$ cat src/rtl/dbl_latch_pkg.sv
package dbl_latch_pkg;
  localparam int CTRL_W = 4;

  typedef struct packed {
    logic pwm_mode;
    logic tmg_rst;
    logic rpt;
    logic blank;
  } ctrl_t;

  typedef enum logic {
    SEL_DISP = 1'b0,
    SEL_CTRL = 1'b1
  } wr_sel_e;
endpackage

$ cat src/rtl/strobe_edge.sv
module strobe_edge (
  input  logic clk,
  input  logic rst_n,
  input  logic strobe_i,
  output logic rise_o
);
  logic strobe_q;

  always_ff @(posedge clk or negedge rst_n) begin
    if (!rst_n) strobe_q <= 1'b0;
    else        strobe_q <= strobe_i;
  end

  assign rise_o = strobe_i & ~strobe_q;


  single_rise_chk: assert property (@(posedge clk) disable iff (!rst_n)
    rise_o |=> !rise_o);
endmodule

$ cat src/rtl/ctrl_latch.sv
module ctrl_latch
  import dbl_latch_pkg::*;
(
  input  logic  clk,
  input  logic  rst_n,
  input  logic  wr_i,
  input  ctrl_t wr_data_i,
  output ctrl_t ctrl_o,
  output logic  blank_set_o
);
  ctrl_t ctrl_q;

  always_ff @(posedge clk or negedge rst_n) begin
    if (!rst_n)    ctrl_q <= '0;
    else if (wr_i) ctrl_q <= wr_data_i;
  end

  assign ctrl_o      = ctrl_q;
  assign blank_set_o = wr_i & wr_data_i.blank & ~ctrl_q.blank;


  ctrl_immediate_chk: assert property (@(posedge clk) disable iff (!rst_n)
    wr_i |=> ctrl_o == $past(wr_data_i));
endmodule

$ cat src/rtl/xfer_ctrl.sv
module xfer_ctrl (
  input  logic clk,
  input  logic rst_n,
  input  logic disp_wr_i,
  input  logic period_end_i,
  input  logic blank_i,
  input  logic blank_set_i,
  output logic ld1_o,
  output logic ld2_shift_o,
  output logic ld2_s1_o,
  output logic pending_o
);
  logic pending_q;
  logic direct;

  assign direct      = blank_i | period_end_i;
  assign ld1_o       = disp_wr_i;
  assign ld2_shift_o = disp_wr_i & direct;
  assign ld2_s1_o    = ~disp_wr_i & pending_q & (period_end_i | blank_set_i);

  always_ff @(posedge clk or negedge rst_n) begin
    if (!rst_n)         pending_q <= 1'b0;
    else if (disp_wr_i) pending_q <= ~direct;
    else if (ld2_s1_o)  pending_q <= 1'b0;
  end

  assign pending_o = pending_q;


  pend_set_chk: assert property (@(posedge clk) disable iff (!rst_n)
    (disp_wr_i && !blank_i && !period_end_i) |=> pending_o);

  pend_clear_chk: assert property (@(posedge clk) disable iff (!rst_n)
    period_end_i |=> !pending_o);

  blank_flush_chk: assert property (@(posedge clk) disable iff (!rst_n)
    blank_set_i |=> !pending_o);

  blank_direct_chk: assert property (@(posedge clk) disable iff (!rst_n)
    (disp_wr_i && blank_i) |=> !pending_o);
endmodule

$ cat src/rtl/field_slice.sv
module field_slice #(
  parameter int W = 12
) (
  input  logic         clk,
  input  logic         rst_n,
  input  logic         ld1_i,
  input  logic         ld2_shift_i,
  input  logic         ld2_s1_i,
  input  logic [W-1:0] din_i,
  output logic [W-1:0] q_o
);
  logic [W-1:0] s1_q;
  logic [W-1:0] s2_q;

  always_ff @(posedge clk or negedge rst_n) begin
    if (!rst_n)     s1_q <= '0;
    else if (ld1_i) s1_q <= din_i;
  end

  always_ff @(posedge clk or negedge rst_n) begin
    if (!rst_n)           s2_q <= '0;
    else if (ld2_shift_i) s2_q <= din_i;
    else if (ld2_s1_i)    s2_q <= s1_q;
  end

  assign q_o = s2_q;


  s1_move_chk: assert property (@(posedge clk) disable iff (!rst_n)
    (ld2_s1_i && !ld2_shift_i) |=> q_o == $past(s1_q));

  s2_hold_chk: assert property (@(posedge clk) disable iff (!rst_n)
    (!ld2_s1_i && !ld2_shift_i) |=> $stable(q_o));
endmodule

$ cat src/rtl/dbl_disp_latch.sv
module dbl_disp_latch
  import dbl_latch_pkg::*;
#(
  parameter int NCH = 16,
  parameter int GSW = 12,
  parameter int BCW = 7,
  localparam int GS_BITS = NCH * GSW,
  localparam int DW = GS_BITS + BCW
) (
  input  logic               clk,
  input  logic               rst_n,
  input  logic               lat_i,
  input  logic               sel_i,
  input  logic [DW-1:0]      shift_data_i,
  input  logic               period_end_i,
  output logic [GS_BITS-1:0] gs_o,
  output logic [BCW-1:0]     bc_o,
  output logic               blank_o,
  output logic               rpt_o,
  output logic               tmg_rst_o,
  output logic               pwm_mode_o,
  output logic               pending_o
);
  logic    lat_rise;
  logic    disp_wr;
  logic    ctrl_wr;
  logic    blank_set;
  logic    ld1;
  logic    ld2_shift;
  logic    ld2_s1;
  ctrl_t   ctrl;
  wr_sel_e sel;

  assign sel     = wr_sel_e'(sel_i);
  assign disp_wr = lat_rise & (sel == SEL_DISP);
  assign ctrl_wr = lat_rise & (sel == SEL_CTRL);

  strobe_edge u_edge (
    .clk      (clk),
    .rst_n    (rst_n),
    .strobe_i (lat_i),
    .rise_o   (lat_rise)
  );

  ctrl_latch u_ctrl (
    .clk         (clk),
    .rst_n       (rst_n),
    .wr_i        (ctrl_wr),
    .wr_data_i   (ctrl_t'(shift_data_i[CTRL_W-1:0])),
    .ctrl_o      (ctrl),
    .blank_set_o (blank_set)
  );

  xfer_ctrl u_xfer (
    .clk          (clk),
    .rst_n        (rst_n),
    .disp_wr_i    (disp_wr),
    .period_end_i (period_end_i),
    .blank_i      (ctrl.blank),
    .blank_set_i  (blank_set),
    .ld1_o        (ld1),
    .ld2_shift_o  (ld2_shift),
    .ld2_s1_o     (ld2_s1),
    .pending_o    (pending_o)
  );

  for (genvar k = 0; k < NCH; k++) begin : g_gs
    field_slice #(.W(GSW)) u_gs (
      .clk         (clk),
      .rst_n       (rst_n),
      .ld1_i       (ld1),
      .ld2_shift_i (ld2_shift),
      .ld2_s1_i    (ld2_s1),
      .din_i       (shift_data_i[k*GSW +: GSW]),
      .q_o         (gs_o[k*GSW +: GSW])
    );
  end

  field_slice #(.W(BCW)) u_bc (
    .clk         (clk),
    .rst_n       (rst_n),
    .ld1_i       (ld1),
    .ld2_shift_i (ld2_shift),
    .ld2_s1_i    (ld2_s1),
    .din_i       (shift_data_i[GS_BITS +: BCW]),
    .q_o         (bc_o)
  );

  assign blank_o    = ctrl.blank;
  assign rpt_o      = ctrl.rpt;
  assign tmg_rst_o  = ctrl.tmg_rst;
  assign pwm_mode_o = ctrl.pwm_mode;


  coincide_chk: assert property (@(posedge clk) disable iff (!rst_n)
    (disp_wr && period_end_i) |=> ({bc_o, gs_o} == $past(shift_data_i) && !pending_o));

  ctrl_keeps_disp_chk: assert property (@(posedge clk) disable iff (!rst_n)
    (ctrl_wr && !blank_set) |=> ($stable(gs_o) && $stable(pending_o)));
endmodule

$ cat config.mk
export PLATFORM = sky130hd
export DESIGN_NAME = dbl_disp_latch
export DESIGN_NICKNAME = d
export VERILOG_FILES = /design/src/rtl/dbl_latch_pkg.sv /design/src/rtl/strobe_edge.sv /design/src/rtl/ctrl_latch.sv /design/src/rtl/xfer_ctrl.sv /design/src/rtl/field_slice.sv /design/src/rtl/dbl_disp_latch.sv
export SDC_FILE = /design/constraint.sdc
export NUM_CORES = 1
export LEC_CHECK = 0
export BUFFER_PORTS_ARGS = -buffer_cell sky130_fd_sc_hd__clkbuf_2
export CAP_MARGIN = 20
export CORE_MARGIN = 2
export CORE_UTILIZATION = 42
export DETAILED_ROUTE_END_ITERATION = 16
export PLACE_DENSITY = 0.65
export SLEW_MARGIN = 20
export SYNTH_ARGS = -nofsm -noshare
export SYNTH_HDL_FRONTEND = slang
export SYNTH_SLANG_ARGS = --single-unit
$ cat constraint.sdc
create_clock -name clk -period 2.3 [get_ports clk]
set_input_delay 0.345 -clock clk [delete_from_list [all_inputs] [get_ports clk]]
set_output_delay 0.345 -clock clk [all_outputs]
set_load 0.05 [all_outputs]
; ---- Yosys cells after proc, flatten, opt, wreduce, memory -nomap -nowiden
; Cells that the tools add are included.
[op_classes]
reduce_logical = 2
n_bitwise = 15
muxes = 36
[ops]
columns = operator, n
row1 = two-way mux 12 bit, 32
row2 = two-way mux 7 bit, 2
row3 = bitwise AND 1 bit, 8
row4 = inverter 1 bit, 5
row5 = nonzero test 2 bit, 2
row6 = two-way mux 1 bit, 2
row7 = bitwise OR 1 bit, 2
[word_totals]
out_inout_bits = 204
wordCells = 93
register_bits = 404

; ---- Longest topological paths before layout
[depth]
word_depth = 9
mapped_depth = 7

; ---- By module
; From an unflattened synthesis, not the netlist that was laid out.
[unflattened]
hier_cells = 1282
area_unflattened_um2 = 16798.6
[modules_own_cells]
columns = module, seq_area_each_um2, cells_per_inst, instances, area_per_inst_um2
row1 = field_slice at g_gs[0].u_gs ..., 600.6, 76, 16, 993.5
row2 = field_slice at u_bc, 350.3, 45, 1, 616.8
row3 = ctrl_latch, 100.1, 9, 1, 155.1
row4 = xfer_ctrl, 25.0, 8, 1, 76.3
row5 = strobe_edge, 25.0, 2, 1, 38.8
row6 = dbl_disp_latch, 0.0, 2, 1, 16.3

; ---- Least setup slack after synthesis
; OpenSTA, ideal clock, no wires.
[synth_timing]
path_kind = reg-to-reg
start = reg u_ctrl.ctrl_q, in the netlist u_ctrl.ctrl_o[0]
end = reg g_gs[0].u_gs.s2_q[0]
setup_slack_ps = 313
t_arrival_ps = 1861
synth_period_minus_slack_ps = 1987
required_time_ps = 2174
path_stages_with_launch = 8
path_buffers = 3
setup_ps = 126
path_cell_list = dfrtp_1 > nand3b_1 > o22a_1 > buf_6 > buf_12 > buf_6 > and3_1 > a221o_1
[synth_between]
elab_chain_cells = 5
[synth_rtl]
columns = element, line
row1 = "start, declared", ctrl_latch.sv:11  ; ctrl_t ctrl_q;
row2 = "start signal, assigned", ctrl_latch.sv:15  ; else if (wr_i) ctrl_q <= wr_data_i;
row3 = inverter 1 bit, ctrl_latch.sv:19  ; assign blank_set_o = wr_i & wr_data_i.blank & ~ctrl_q.blank;
row4 = bitwise AND 1 bit, ctrl_latch.sv:19
row5 = bitwise OR 1 bit, xfer_ctrl.sv:19  ; assign ld2_s1_o = ~disp_wr_i & pending_q & (period_end_i | blank_set_i);
row6 = bitwise AND 1 bit, xfer_ctrl.sv:19
row7 = nonzero test 2 bit (no source line), --
row8 = "end signal, assigned", field_slice.sv:22  ; else if (ld2_shift_i) s2_q <= din_i;
row9 = "end signal, assigned", field_slice.sv:23  ; else if (ld2_s1_i) s2_q <= s1_q;
row10 = "end, declared", field_slice.sv:13  ; logic [W-1:0] s2_q;
; Several ways; a longest one is shown, not always the timed one.
; A chain may end at the register's enable or synchronous reset.

; ---- Final worst setup path
[layout_timing]
start = in lat_i
end = reg g_gs[7].u_gs.s2_q[9]
[layout_between]
elab_chain_cells = 7
[layout_rtl]
columns = element, line
row1 = "start, declared", dbl_disp_latch.sv:12  ; input logic lat_i,
row2 = bitwise AND 1 bit (*), strobe_edge.sv:14  ; assign rise_o = strobe_i & ~strobe_q;
row3 = bitwise AND 1 bit, dbl_disp_latch.sv:36  ; assign ctrl_wr = lat_rise & (sel == SEL_CTRL);
row4 = bitwise AND 1 bit (2 in series), ctrl_latch.sv:19
row5 = bitwise OR 1 bit, xfer_ctrl.sv:19
row6 = bitwise AND 1 bit, xfer_ctrl.sv:19
row7 = nonzero test 2 bit (no source line), --
row8 = "end signal, assigned", field_slice.sv:22
row9 = "end signal, assigned", field_slice.sv:23
row10 = "end, declared", field_slice.sv:13
; Every way passes the cells marked *; elsewhere a longest branch is shown, timed or not.

==> results.txt <==
Status = complete, no violations
P&R area growth vs syn = 34.4%
CP Capture Type = flop
Total number of vias = 14,345
Buf+Inv Stages, Crit Path = 3
# resized after CTS = 0
Dpl hpwl = 28,800 um
PD cells = 1070 nW/um^2
Commonest non-fill, non-tap cells in the layout = 610 x nand2_1, 406 x clkbuf_2, 404 x dfrtp_1
Die Y = 202 um
Vias in the first global route = 14,534
Crit-path leading delay family = buffers and inverters
Overflow after GRT = 0
Chain of cells forming the critical path = dlygate4sd3_1 > clkbuf_2 > nor3b_4 > o22ai_4 > buf_12 > a221o_1
Die area = 40,800 um^2
Clock Path Buffers = 3
Crit path kind = in2reg
Final TNS setup = 0 ns
Initial core utilization = 0.426
Clock buffer count from CTS = 44
# port buffers = 407
Max Clk Rate = 0.452 GHz
Min-Delay Path Class = in2reg
Via-per-instance ratio = 5.43
Sequential area share after synthesis = 0.614
Global-route wire length before repair = 80,900 um
Post-synthesis mux area share = 0
# setup viols final = 0
Mapped Area = 16,500 um^2
Layout cells sized above 1 = 0.239
Crit path launch type = primary input
Synth Area in XOR/XNOR = 0
Detailed router's first-iteration violation count = 1,140
Static leakage power = 0.0119 uW
Cell area after layout = 22,100 um^2
Most common cell after layout, fill and taps aside = nand2_1
Clock Skews = 0.0183 ns
Residual DRC = 0
Tightest Pin Transition = 0.842 ns
Largest family of logic cells by synthesized area = simple AND/OR/NAND/NOR gates
Yosys reg bits = 404
GRT Util Overall = 0.245
Compound-gate portion of the synthesized area = 0.123
Core area = 38,600 um^2
Worst skew pair latency = 0.56 ns
Syn. warnings = 0
Max incr delay on CP = 0.54 ns
Syn_nets = 1,761
Fin nets = 2,292
Unrepaired setup endpoints after global routing = false
Final Max Slew Viols = 0
Routed wire per std cell = 19.0 um
GP Congestion = 0.794
Aggregate routed wire length = 50,300 um
Synthesized instance count = 1,557
Root Buffer = clkbuf_16
Area post-placement = 18,900 um^2
Slew HR = 0.439
Max Cap Viol = 0
DRT antenna net count = 0
H-tree depth = 2
CTS tree = yes
Overall Power = 23,800 uW
Die width = 202 um
VDD IR-drop max = 0.000671 V
Post-synth cell types = 21
Simple-Gate Fraction of Synth Area = 0.220
First-pass DRT Iterations = 5
Data required time at the worst endpoint = 2.72 ns
Data arrival, critical path = 2.64 ns
Io pins = 408
Largest net degree at the start of global routing = 133
Final period util = 0.963
Minimum clock period = 2.21 ns
Slowest CP cell = dlygate4sd3_1
Sink Count = 404
Initial antenna violation count = 1
Critical Path Fanout Max = 121
FP Rows = 72
Worst-path clk slew = 0.06 ns
Mean area per synthesized cell = 10.6 um^2
Hold Fails Final Rpt = 0
Adder-cell share of the synthesized area = 0
final timing paths:
| kind | from | endpoint | slack [ns] | cells past startpoint |
|---|---|---|---|---|
| max | lat_i | g_gs[7].u_gs.q_o[9] | 0.09 | 6 |
| min | shift_data_i[123] | g_gs[10].u_gs.s1_q[3] | 0.03 | 3 |
| max reg2reg | u_edge.strobe_q | g_gs[7].u_gs.q_o[9] | 0.17 | 4 |
| min reg2reg | g_gs[3].u_gs.s1_q[5] | g_gs[3].u_gs.s1_q[5] | 0.47 | 2 |
| max in group asynchronous | rst_n | g_gs[9].u_gs.q_o[11] | 1.18 | 3 |
| min in group asynchronous | rst_n | g_gs[4].u_gs.q_o[6] | 0.35 | 2 |
flip-flops by register name, summed over array words and instances (netlist names):
| register | cells |
|---|---|
| u_xfer.pending_o | 1 |
| u_bc.s1_q | 7 |
| g_gs.u_gs.s1_q | 192 |
| u_edge.strobe_q | 1 |
| u_bc.q_o | 7 |
| u_ctrl.ctrl_o | 4 |
| g_gs.u_gs.q_o | 192 |
power breakdown:
| group | total, uW | internal, uW | switching (uW) |
|---|---|---|---|
| logic | 7450 | 2230 | 5220 |
| registers | 9430 | 8590 | 839 |
| clock network | 6920 | 4050 | 2870 |
| total | 23800 | 14900 | 8930 |
cell type report:
cell class	instances	area, um^2
diodes	1	2.50
clock buffers	67	1310
clock inverters	13	111
fillers	3210	16500
multi-input cells	1022	5680
flip-flops and latches	404	10100
well taps	518	648
repair buffers	616	4270
cell families after synthesis:
logic type | count (synthesis)
buffers and inverters | 131
AOI/OAI and AO/OA | 203
DFF | 404
and+or+nand+nor | 819
metrics by stage:
step           instances   util  hold WS (ns)  worst slack (ns)
6_report            2641  0.573        0.0302            0.0862
5_1_grt             2641  0.573        0.0107            0.0172
4_1_cts             2640  0.573      0.000106             0.222
3_5_place_dp        2378  0.489         0.343             0.183
3_3_place_gp        2378  0.489         0.344             0.215
2_1_floorplan       1557      -        0.0494             0.313
repair_timing:
action	4_1_cts	5_1_grt
setup buffers	0	0
endpoints found under the hold margin	258	0
hold buffers	182	0
worst reg2reg max path: stages, from the launching register on:
cell	delay, ns
dfrtp_1	0.43
nor3b_4	0.45
o22ai_4	0.22
buf_12	0.28
a221o_1	0.61
metal layers:
| metal | part of all wire | routed length [um] | track usage |
|---|---|---|---|
| met5 | 0 | 0 | 0 |
| met4 | 0.029 | 1430 | 0.0822 |
| met3 | 0.084 | 4210 | 0.0590 |
| met2 | 0.46 | 23300 | 0.377 |
| met1 | 0.42 | 21300 | 0.340 |
synth_stat cells:
cell        n  area [um^2]
nand2_1   610         2290
dfrtp_1   404        10100
a221o_1   199         1990
and3_1    199         1240
clkbuf_1   58          218
buf_2      43          215
buf_4      13         97.6
buf_6      13          146
buf_1       3         11.3
nor2_1      3         11.3
nand3b_1    2         15.0
a31oi_1     1         6.26
and3b_1     1         8.76
buf_12      1         20.0
nand3b_4    1         20.0
nor2_4      1         11.3
nor3b_4     1         18.8
o21ai_2     1         8.76
o22a_1      1         8.76
o22ai_1     1         6.26
or3b_1      1         8.76
Power figures use the tool's default switching activity.
